<file path="src/rtl/ref_seq.sv">
module ref_seq #(
  parameter int CODE_W     = 6,
  parameter int STEP_TICKS = 16
) (
  input  logic              clk,
  input  logic              rst_n,
  input  logic              tick,
  input  logic              en,
  input  logic              uv,
  input  logic              ot,
  input  logic              pg_a,
  input  logic              pg_b,
  output logic [CODE_W-1:0] dac_code,
  output logic              sw_en,
  output logic [1:0]        gate_st,
  output logic              comp_dis,
  output logic              rst_out_n
);
  localparam int PRE_W = (STEP_TICKS > 1) ? $clog2(STEP_TICKS) : 1;
  localparam logic [PRE_W-1:0]  PRE_LAST = PRE_W'(STEP_TICKS - 1);
  localparam logic [CODE_W-1:0] CODE_MAX = '1;

  typedef enum logic [1:0] {S_OFF, S_UP, S_ON, S_DN} st_t;

  st_t              st;
  logic [PRE_W-1:0] pre;
  logic [CODE_W-1:0] code;
  logic             step;

  assign step = tick && (pre == PRE_LAST);

  always_ff @(posedge clk or negedge rst_n) begin
    if (!rst_n) begin
      st   <= S_OFF;
      pre  <= '0;
      code <= '0;
    end else if (uv || ot) begin
      st   <= S_OFF;
      pre  <= '0;
      code <= '0;
    end else begin
      case (st)
        S_OFF: if (en) begin
          st  <= S_UP;
          pre <= '0;
        end
        S_UP: if (!en) begin
          st  <= S_DN;
          pre <= '0;
        end else if (tick) begin
          if (step) begin
            pre <= '0;
            if (code == CODE_MAX) st <= S_ON;
            else code <= code + 1'b1;
          end else pre <= pre + 1'b1;
        end
        S_ON: if (!en) begin
          st  <= S_DN;
          pre <= '0;
        end
        S_DN: if (en) begin
          st  <= S_UP;
          pre <= '0;
        end else if (tick) begin
          if (step) begin
            pre <= '0;
            if (code == '0) st <= S_OFF;
            else code <= code - 1'b1;
          end else pre <= pre + 1'b1;
        end
        default: st <= S_OFF;
      endcase
    end
  end

  assign dac_code  = code;
  assign gate_st   = uv ? 2'b01 : ot ? 2'b10 : (st == S_OFF) ? 2'b11 : 2'b00;
  assign sw_en     = (gate_st == 2'b00);
  assign comp_dis  = (gate_st == 2'b11);
  assign rst_out_n = sw_en && (st == S_ON) && pg_a && pg_b;
endmodule

</file>
<file path="config.mk">
export PLATFORM = sky130hd
export DESIGN_NAME = ref_seq
export DESIGN_NICKNAME = d
export VERILOG_FILES = /design/src/rtl/ref_seq.sv
export SDC_FILE = /design/constraint.sdc
export NUM_CORES = 1
export LEC_CHECK = 0
export CAP_MARGIN = 5
export CORE_MARGIN = 10
export CORE_UTILIZATION = 47
export DETAILED_ROUTE_END_ITERATION = 7
export DONT_BUFFER_PORTS = 1
export GPL_TIMING_DRIVEN = 0
export PLACE_DENSITY = 0.67
export SLEW_MARGIN = 10
export SYNTH_ARGS = -nofsm -noshare
export SYNTH_HDL_FRONTEND = slang
export SYNTH_SLANG_ARGS = --single-unit
</file>
<file path="constraint.sdc">
create_clock -name clk -period 2.45 [get_ports clk]
set_input_delay 0.735 -clock clk [delete_from_list [all_inputs] [get_ports clk]]
set_output_delay 0.735 -clock clk [all_outputs]
set_load 0.01 [all_outputs]
</file>
==> flow_summary_export.csv, run 1 <==
group,metric,value,unit
placement,dp.final_hpwl,1.83,mm
setup_path,cp.required,1.71,ns
routing,drt-initial-drc-count,63,
clock_tree,root_buffer,"clkbuf_4",
placement,gp_congestion,0.803,
pwr,powerDensity,377,nW/um^2
clock_tree,postCtsSetupRepairBufs,0,
final_layout,utilization,0.526,
timing,setup_viol,0,
logic_synthesis,synth_top_family_by_area,"simple AND/OR/NAND/NOR gates",
logic_synthesis,yosys.area_share.simple,0.261,
global_routing,grt_overflow,0,
timing,finalCritPeriodShare,0.952,
routing,viasPerCell,5.87,
logic_synthesis,netlist.area_leader.share,0.277,
die,start_util,0.490,
setup_path,endpoint_kind,"primary output",
placement,placement.io_buffers,0,
die,die_h,68.0,um
routing,firstDrtPassIters,4,
job,maxCapViolations,0,
logic_synthesis,synth_edf_count,0,
setup_path,worst_ep_arrival_time,1.60,ns
die,io_pins,19,
timing,max_slew_margin,0.766,
pwr,totalPowerFinal,439,uW
pwr,power.leakage,0.000545,uW
placement,dp.cells,153,
pwr,seq_power_share,0.471,
logic_synthesis,synth_xor_area_frac,0.0404,
logic_synthesis,netlist_top_cells_count,"12 x dfrtp_1, 11 x nor2_1, 10 x nand2_1, 9 x ha_1",
global_routing,top_usage_layer,"met2",
global_routing,grt_pass1_wl,3.91,mm
logic_synthesis,synth_cell_types,43,
routing,ant_nets,0,
timing,clock_skew,0.00617,ns
final_layout,area_growth,7.39,%
clock_tree,clkTransAtPathRegs,0.09,ns
routing,route.detailed.wl_per_inst,15.2,um
final_layout,fill_cells,220,
setup_path,r2r_slack,0.24,ns
die,die_w,68.0,um
timing,clock.fmax,429,MHz
logic_synthesis,async_flop_share,1.00,
final_layout,nets,146,
pwr,p_sw,120,uW
logic_synthesis,seq_area_frac_synth,0.277,
setup_path,cp-start-kind,"primary input",
pwr,p_int,319,uW
logic_synthesis,synthCells,125,
logic_synthesis,synth_area,1080,sq um
global_routing,grt_pass1_vias,930,
timing,rsz0062_at_grt,"no",
die,dieArea,4630,sq um
outcome,run_status,"finished clean",
global_routing,antenna_found_initial,0,
clock_tree,cts_made_buffers,3,
die,fp-row-count,17,
logic_synthesis,synth.most_common_cell,"dfrtp_1",
setup_path,critPathSlowestCell,"or2_2",
routing,routed_wl,2.37,mm
clock_tree,cts_buffer_depth,2,
clock_tree,holdBufCountCts,0,
clock_tree,cts.sinks,12,
timing,worst_slew_pin_slew,0.348,ns
clock_tree,worstSkewPairLatency,0.28,ns
global_routing,grtUsageMet1,0.125,
routing,vias,916,
logic_synthesis,synth_area_leader_cell,"dfrtp_1",
global_routing,use_met3,0.0294,
clock_tree,htreeDepth,1,
logic_synthesis,ys.warnings.count,0,
global_routing,grt_usage,0.111,
final_layout,fin_cells,156,
setup_path,path_class,"in -> out",
global_routing,grt_start_max_net_pins,13,
final_layout,diodes,0,
logic_synthesis,synth_flop_cell,"dfrtp_1",
worst_hold_path,min_path_type,"in -> async",
logic_synthesis,synthMuxAreaShare,0.0658,
logic_synthesis,synth.avg_cell_area,8.67,sq um
pwr,power_frac_clock,0.382,
timing,fin_crit,2.33,ns
final_layout,drive_gt1_frac,0.188,
timing,slew_violations,0,
setup_path,crit_chain,"or2_2, nor2_2, and4_1",
die,fp.coreArea,2210,sq um
logic_synthesis,ys_seq_elements,12,
pwr,combPwrFrac,0.147,
clock_tree,cts_tree,"built",
pwr,sw_frac_of_total,0.273,
logic_synthesis,synth-compound-area-share,0.202,
global_routing,grtUsageMet2,0.176,
pwr,ir_drop,239,uV
logic_synthesis,synth_fp_nets,142,
setup_path,max_stage_delay,0.37,ns
setup_path,cp_max_fo,7,
logic_synthesis,synth_fa_ha_area_frac,0.104,
routing,drc,0,
logic_synthesis,yosys-top-cells-area,"dfrtp_1 28%, ha_1 10%, mux2i_1 5.5%",
timing,hold_viol_final,0,
## worst max-delay path, delay by kind of cell
family        cells  cell delay (ns)
simple gates      3             0.86
## area by class of cell
| type | count | area [sq um] | area share |
|---|---|---|---|
| clock buffers | 4 | 36.3 | 0.0312 |
| plain buffers | 5 | 25.0 | 0.0215 |
| inverters | 7 | 26.3 | 0.0226 |
| multi-input cells | 100 | 741 | 0.637 |
| flip-flops and latches | 12 | 300 | 0.258 |
| well taps | 28 | 35.0 | 0.0301 |
## sequential cells by signal (all words and copies together) (netlist names)
signal    cells
dac_code      6
pre           4
st            2
## routing by layer
layer / vias up / wire [um]
met5: - / 0
met1: 432 / 1060
met3: 5 / 129
met4: 0 / 54
met2: 21 / 1120
li1: 458 / -
## worst paths after layout
| kind | start | endpoint | depth (start not counted) |
|---|---|---|---|
| min in group clk | pre[3]$_DFFE_PN0P_ | pre[3]$_DFFE_PN0P_ | 1 |
| max | uv | rst_out_n | 3 |
| min reg2reg | pre[3]$_DFFE_PN0P_ | pre[3]$_DFFE_PN0P_ | 1 |
| max in group asynchronous | rst_n | st[0]$_DFFE_PN0P_ | 0 |
| max reg2reg | st[0]$_DFFE_PN0P_ | dac_code[4]$_DFFE_PN0P_ | 9 |
| min | rst_n | dac_code[2]$_DFFE_PN0P_ | 0 |
## placed cells by master (no fill, tap or decap), types with 2 or more instances in the layout
master    count
inv_1         7
o31ai_1       2
o21ai_0       7
mux2i_1       6
a22o_2        2
clkbuf_4      3
dfrtp_1      12
o21a_1        2
a21o_1        2
nand4_1       3
a21oi_1       6
nor2_1       10
nor2b_1       3
buf_2         4
xor2_1        5
ha_1          8
nand3_1       4
and2_1        2
nand2_1      10
or3_1         3
## logic make-up (layout without fill, tap and decap cells)
logic type                 after synthesis  after routing
and+or+nand+nor                         49             49
AOI/OAI and AO/OA                       30             30
buffers and inverters                   13             16
DFF                                     12             12
adders and majority gates                9              9
muxes                                    7              7
xor gates and xnor gates                 5              5
## power by group through the flow
stage          registers, uW  logic [uW]  clock network (uW)
2_1_floorplan            209        52.4                   0
3_3_place_gp             210        61.2                   0
3_5_place_dp             210        64.1                   0
4_1_cts                  207        65.5                 170
5_1_grt                  207        72.1                 183
6_report                 207        64.7                 167
## metrics by stage
step / hold slack [ns] / setup WS (ns) / TNS [ns] / cell area (sq um)
3_5_place_dp: 0.440 / -0.0669 / -0.101 / 1120
5_1_grt: 0.110 / 0.0404 / 0 / 1160
4_1_cts: 0.128 / -0.00225 / -0.00225 / 1160
2_1_floorplan: 0.439 / 0.0864 / 0 / 1080
6_report: 0.134 / 0.117 / 0 / 1160
3_3_place_gp: 0.440 / -0.0716 / -0.0716 / 1120
## repair_timing
| action | CTS | global route |
|---|---|---|
| gates resized for setup | 2 | 2 |
| pin swaps | 0 | 1 |
| setup endpoints to repair | 2 | 2 |
No activity file was read; power rests on OpenSTA's default activity.
==> run 2, diff against run 1 <==
--- a/config.mk
+++ b/config.mk
@@ -6,11 +6,12 @@
 export NUM_CORES = 1
 export LEC_CHECK = 0
+export ABC_AREA = 1
 export CAP_MARGIN = 5
 export CORE_MARGIN = 10
-export CORE_UTILIZATION = 47
+export CORE_UTILIZATION = 55
 export DETAILED_ROUTE_END_ITERATION = 7
 export DONT_BUFFER_PORTS = 1
 export GPL_TIMING_DRIVEN = 0
-export PLACE_DENSITY = 0.67
+export PLACE_DENSITY = 0.75
 export SLEW_MARGIN = 10
 export SYNTH_ARGS = -nofsm -noshare
==> constraint.sdc (replaced) <==
create_clock -name clk -period 2.45 [get_ports clk]
set_input_delay 0.49 -clock clk [delete_from_list [all_inputs] [get_ports clk]]
set_output_delay 0.49 -clock clk [all_outputs]
set_load 0.01 [all_outputs]
==> run 2 against run 1 <==
  * Routed wire length up 2.2%
  * Final area up 3.8%
  * Register-to-register slack better by 0.29 ns
  * Highest routed layer unchanged
  * Critical path type is now reg -> out
  * Setup slack better by 0.34 ns
  * Count of clock-buffer cells in the layout unchanged
  * Combinational power up 17%
  * Sequential power about the same
  * Worst hold slack better by 0.25 ns
==> flow_summary_export.csv, run 2 <==
group,metric,value,unit
final_layout,diodes,0,
die,die_w,65.3,um
timing,tns,0,ns
routing,ant_nets,0,
final_layout,area_growth,7.10,%
logic_synthesis,yosys-top-cells-area,"dfrtp_1 27%, nand2_1 16%, ha_1 10%",
logic_synthesis,synth_area,1130,sq um
logic_synthesis,async_flop_share,1.00,
clock_tree,postCtsSetupRepairBufs,0,
clock_tree,clkTransAtPathRegs,0.08,ns
setup_path,endpoint_kind,"primary output",
outcome,run_status,"finished clean",
pwr,power.leakage,0.000673,uW
pwr,powerDensity,375,nW/um^2
routing,viasPerCell,5.10,
job,maxCapViolations,0,
routing,drc,0,
placement,dp.final_hpwl,1.99,mm
clock_tree,worstSkewPairLatency,0.29,ns
placement,place_ws,0.529,ns
timing,fin_crit,2.00,ns
routing,firstDrtPassIters,5,
setup_path,cp.required,1.96,ns
final_layout,largest_register_ffs,6,
final_layout,layout_commonest_cell,"nand2_1",
timing,clock.fmax,501,MHz
final_layout,nets,196,
timing,setup_slack,0.454,ns
global_routing,antenna_found_initial,0,
clock_tree,cts_tree,"built",
logic_synthesis,synth_edf_count,0,
placement,gp_congestion,0.815,
setup_path,cp_max_fo,5,
die,io_pins,19,
setup_path,path_class,"reg -> out",
timing,max_slew_margin,0.628,
die,dieArea,4260,sq um
global_routing,grt_pass1_vias,997,
final_layout,layout_common_cells,"49 x nand2_1, 28 x inv_1, 17 x nor2_1",
clock_tree,cts_buffer_depth,2,
logic_synthesis,synth_cell_types,24,
clock_tree,cts_made_buffers,3,
logic_synthesis,synth.avg_cell_area,6.52,sq um
logic_synthesis,synth_area_leader_cell,"dfrtp_1",
global_routing,grt_usage,0.121,
logic_synthesis,synth_flop_cell,"dfrtp_1",
worst_hold_path,min_path_type,"in -> reg",
global_routing,grt_overflow,0,
routing,routed_wl,2.42,mm
logic_synthesis,synthCells,173,
clock_tree,htreeDepth,1,
timing,hold_viol_final,0,
logic_synthesis,seq_area_frac_synth,0.266,
routing,vias,1045,
timing,rsz0062_at_grt,"no",
final_layout,drive_gt1_frac,0.112,
die,fp-row-count,16,
global_routing,grt_start_max_net_pins,13,
routing,route.detailed.wl_per_inst,11.8,um
logic_synthesis,synth.most_common_cell,"nand2_1",
clock_tree,cts.sinks,12,
setup_path,cp-start-kind,"register",
timing,clock_skew,0.000724,ns
routing,drt-initial-drc-count,29,
logic_synthesis,ys.warnings.count,0,
setup_path,worst_ep_arrival_time,1.51,ns
die,start_util,0.575,
die,fp.coreArea,1960,sq um
timing,slew_violations,0,
timing,worst_slew_pin_slew,0.556,ns
pwr,ir_drop,240,uV
global_routing,grt_pass1_wl,4.27,mm
logic_synthesis,synth_fp_nets,190,
logic_synthesis,ys_seq_elements,12,
die,die_h,65.3,um
placement,placement.io_buffers,0,
timing,finalCritPeriodShare,0.815,
timing,setup_viol,0,
clock_tree,root_buffer,"clkbuf_4",
logic_synthesis,netlist_top_cells_count,"49 x nand2_1, 28 x inv_1, 17 x nor2_1, 13 x nand3_1, 12 x dfrtp_1",
logic_synthesis,netlist.area_leader.share,0.266,
==> run 2: where the power goes <==
| part | internal, uW | switching [uW] |
|---|---|---|
| clock network | 90.6 | 77.3 |
| logic | 25.5 | 50.2 |
| registers | 203 | 6.60 |
| total | 319 | 134 |
==> run 2: metal layers <==
| metal | wire length (um) | vias up | track usage |
|---|---|---|---|
| met3 | 139 | 4 | 0.0271 |
| met5 | 0 | - | 0 |
| met4 | 53 | 0 | 0.0695 |
| met1 | 1120 | 468 | 0.142 |
| li1 | - | 545 | - |
| met2 | 1100 | 28 | 0.199 |
==> run 2: worst paths after layout <==
check | to | from | depth (start not counted) | slack [ns]
max | comp_dis | st[0]$_DFFE_PN0P_ | 4 | 0.45
min | dac_code[5]$_DFFE_PN0P_ | ot | 3 | 0.38
max reg2reg | dac_code[4]$_DFFE_PN0P_ | st[0]$_DFFE_PN0P_ | 14 | 0.53
min reg2reg | pre[1]$_DFFE_PN0P_ | pre[1]$_DFFE_PN0P_ | 2 | 0.53
max in group asynchronous | st[1]$_DFFE_PN0P_ | rst_n | 1 | 1.46
min in group asynchronous | dac_code[4]$_DFFE_PN0P_ | rst_n | 1 | 0.62
==> run 2: metrics by stage <==
stage,total power [uW],hold slack (ns),cell area (sq um),util,cells
finish,453,0.382,1210,0.615,205
CTS,453,0.390,1210,0.615,205
floorplan,270,0.194,1130,-,173
global placement,281,0.195,1160,0.592,200
global route,474,0.412,1210,0.615,205
detailed placement,285,0.195,1160,0.592,200
==> run 2: worst max-delay path, stage by stage, from the launching register on <==
cell and delay (ns):
dfrtp_1 0.44, inv_1 0.12, ha_1 0.19, inv_1 0.07, nor3_1 0.39
==> run 2: cell families (layout without fill, tap and decap cells) <==
kind of cell / Yosys count / after routing / share of synthesized area
flip-flops: 12 / 12 / 0.266
AO/OA/AOI/OAI: 19 / 19 / 0.0910
buffers and inverters: 31 / 36 / 0.107
AND/OR/NAND/NOR: 98 / 98 / 0.405
XOR/XNOR: 4 / 4 / 0.0311
adder cells (fa/ha/maj): 9 / 9 / 0.0999
==> run 2: timing repair <==
action                                 in CTS  in global routing
resized for setup                           0                  0
hold buffers                                1                  0
endpoints found under the hold margin      12                  0
==> run 2: final cells by class <==
| cell class | instances | area [sq um] |
|---|---|---|
| fillers | 217 | 754 |
| inverters | 28 | 105 |
| repair buffers | 1 | 10.0 |
| flip-flops and latches | 12 | 300 |
| well taps | 27 | 33.8 |
| multi-input cells | 130 | 707 |
| plain buffers | 3 | 15.0 |
| clock buffers | 4 | 36.3 |
==> run 3, diff against run 2 <==
Clock period 2.45 ns to 1.9 ns, I/O delays scaled along.
==> run 3 against run 2 <==
  * Register-to-register slack got worse by 0.37 ns
  * Combinational power up 46%
  * Global-route usage up 0.069 points
  * Total power up 32%
  * Critical endpoint is now rst_out_n
  * Critical path type unchanged
  * Worst hold slack worse by 0.11 ns
  * Sequential power increased by 29%
  * Via count rose by 0.38%
  * Routed wire length is 3.4% higher
  * Final area up 3.5%
  * Utilization rose by 2.2 points
  * Sequential cell count did not move
==> flow_summary_export.csv, run 3 (synthesis gave the netlist of run 2 again) <==
group,metric,value,unit
global_routing,grtUsageMet1,0.143,
setup_path,timing.rr.end,"dac_code[4]$_DFFE_PN0P_",
placement,gp_congestion,0.815,
clock_tree,htreeDepth,1,
global_routing,grt_start_max_net_pins,13,
global_routing,grtUsageMet2,0.200,
setup_path,worst_ep_arrival_time,1.40,ns
setup_path,r2r_slack,0.16,ns
job,maxCapViolations,0,
setup_path,r2r_start,"st[1]$_DFFE_PN0P_",
timing,clock.fmax,563,MHz
timing,setup_viol,0,
setup_path,endpoint,"rst_out_n",
placement,placement.io_buffers,0,
timing,finalCritPeriodShare,0.935,
die,start_util,0.575,
routing,drc,0,
die,io_pins,19,
final_layout,drive_gt1_frac,0.150,
clock_tree,cts_buffer_depth,2,
global_routing,top_usage_layer,"met2",
clock_tree,clkTransAtPathRegs,0.08,ns
setup_path,reg2regPathDepth,13,
setup_path,worstSetupStartpoint,"st[0]$_DFFE_PN0P_",
global_routing,use_met3,0.0271,
timing,hold_viol_final,0,
pwr,powerDensity,478,nW/um^2
final_layout,layout_commonest_cell,"nand2_1",
final_layout,largest_register_ffs,6,
timing,rsz0062_at_grt,"yes",
setup_path,crit_chain,"inv_1, ha_1, nand3_1, nor3_1",
global_routing,grt_usage,0.122,
routing,ant_nets,0,
routing,routed_wl,2.50,mm
timing,tns,0,ns
clock_tree,root_buffer,"clkbuf_4",
global_routing,antenna_found_initial,0,
worst_hold_path,min_path_type,"in -> reg",
die,dieArea,4260,sq um
clock_tree,worstSkewPairLatency,0.29,ns
timing,setup_slack,0.124,ns
final_layout,diodes,0,
final_layout,seq_area,302,sq um
setup_path,max_stage_delay,0.41,ns
setup_path,path_class,"reg -> out",
timing,max_slew_margin,0.635,
timing,fin_crit,1.78,ns
timing,clock_skew,0.000746,ns
final_layout,fill_cells,209,
setup_path,cp.required,1.52,ns
timing,slew_violations,0,
die,fp.coreArea,1960,sq um
setup_path,cp-start-kind,"register",
clock_tree,cts_made_buffers,3,
routing,firstDrtPassIters,4,
routing,route.detailed.wl_per_inst,12.1,um
setup_path,cp_max_fo,3,
routing,drt-initial-drc-count,28,
routing,viasPerCell,5.07,
timing,hold_ws,0.274,ns
final_layout,layout_common_cells,"49 x nand2_1, 28 x inv_1, 16 x nor2_1",
pwr,power.leakage,0.000680,uW
setup_path,endpoint_kind,"primary output",
clock_tree,cts.sinks,12,
outcome,run_status,"finished clean",
clock_tree,cts_tree,"built",
placement,place_ws,-0.0211,ns
global_routing,grt_overflow,0,
final_layout,multiInputGateArea,728,sq um
die,fp-row-count,16,
setup_path,critPathSlowestCell,"dfrtp_1",
global_routing,grt_pass1_vias,992,
final_layout,area_growth,10.9,%
global_routing,grt_pass1_wl,4.28,mm
die,die_h,65.3,um
placement,dp.final_hpwl,1.99,mm
final_layout,nets,198,
routing,vias,1049,
timing,worst_slew_pin_slew,0.545,ns
pwr,ir_drop,314,uV
die,die_w,65.3,um
==> run 3: power breakdown <==
part / internal (uW) / switching, uW
combinational: 40.2 / 71.2
clock: 117 / 101
sequential: 262 / 6.99
total: 419 / 179
==> run 3: worst min-delay path by stage <==
stage	start	endpoint	cells past startpoint
after global placement	rst_n	dac_code[2]$_DFFE_PN0P_	0
after floorplan	rst_n	dac_code[0]$_DFFE_PN0P_	0
after CTS	ot	dac_code[5]$_DFFE_PN0P_	3
after global routing	ot	dac_code[5]$_DFFE_PN0P_	3
after detailed placement	rst_n	dac_code[4]$_DFFE_PN0P_	0
final	ot	dac_code[5]$_DFFE_PN0P_	3
==> run 3: critical path: cells and delay by family (launching register included) <==
family	cells	cell delay [ns]
adder cells (fa/ha/maj)	1	0.20
buffers and inverters	1	0.11
AND/OR/NAND/NOR	2	0.38
flip-flops	1	0.41
==> run 3: layout make-up <==
cell class / count / share of cell area
Multi-Input combinational cell: 130 / 0.583
Sequential cell: 12 / 0.241
Inverter: 28 / 0.0841
Clock buffer: 4 / 0.0290
Tap cell: 27 / 0.0270
Timing Repair Buffer: 4 / 0.0260
Buffer: 2 / 0.0100
==> run 3: metrics by stage <==
step | area, sq um | total power [uW] | cells | utilization
floorplan | 1130 | 348 | 173 | -
global placement | 1160 | 362 | 200 | 0.592
detailed placement | 1160 | 367 | 200 | 0.592
CTS | 1220 | 589 | 206 | 0.623
global route | 1250 | 624 | 207 | 0.637
finish | 1250 | 598 | 207 | 0.637
==> run 3: metal layers <==
metal | routed length, um | share of wire
met5 | 0 | 0
met4 | 53 | 0.021
met3 | 157 | 0.063
met2 | 1140 | 0.46
met1 | 1150 | 0.46
==> run 3: repair_timing <==
item	in CTS	in global routing
hold buffers	1	0
buffers inserted	1	2
gates cloned	0	0
endpoints found under the hold margin	12	0
setup endpoints to repair	4	8
pin swaps	0	2
gates resized for setup	2	8
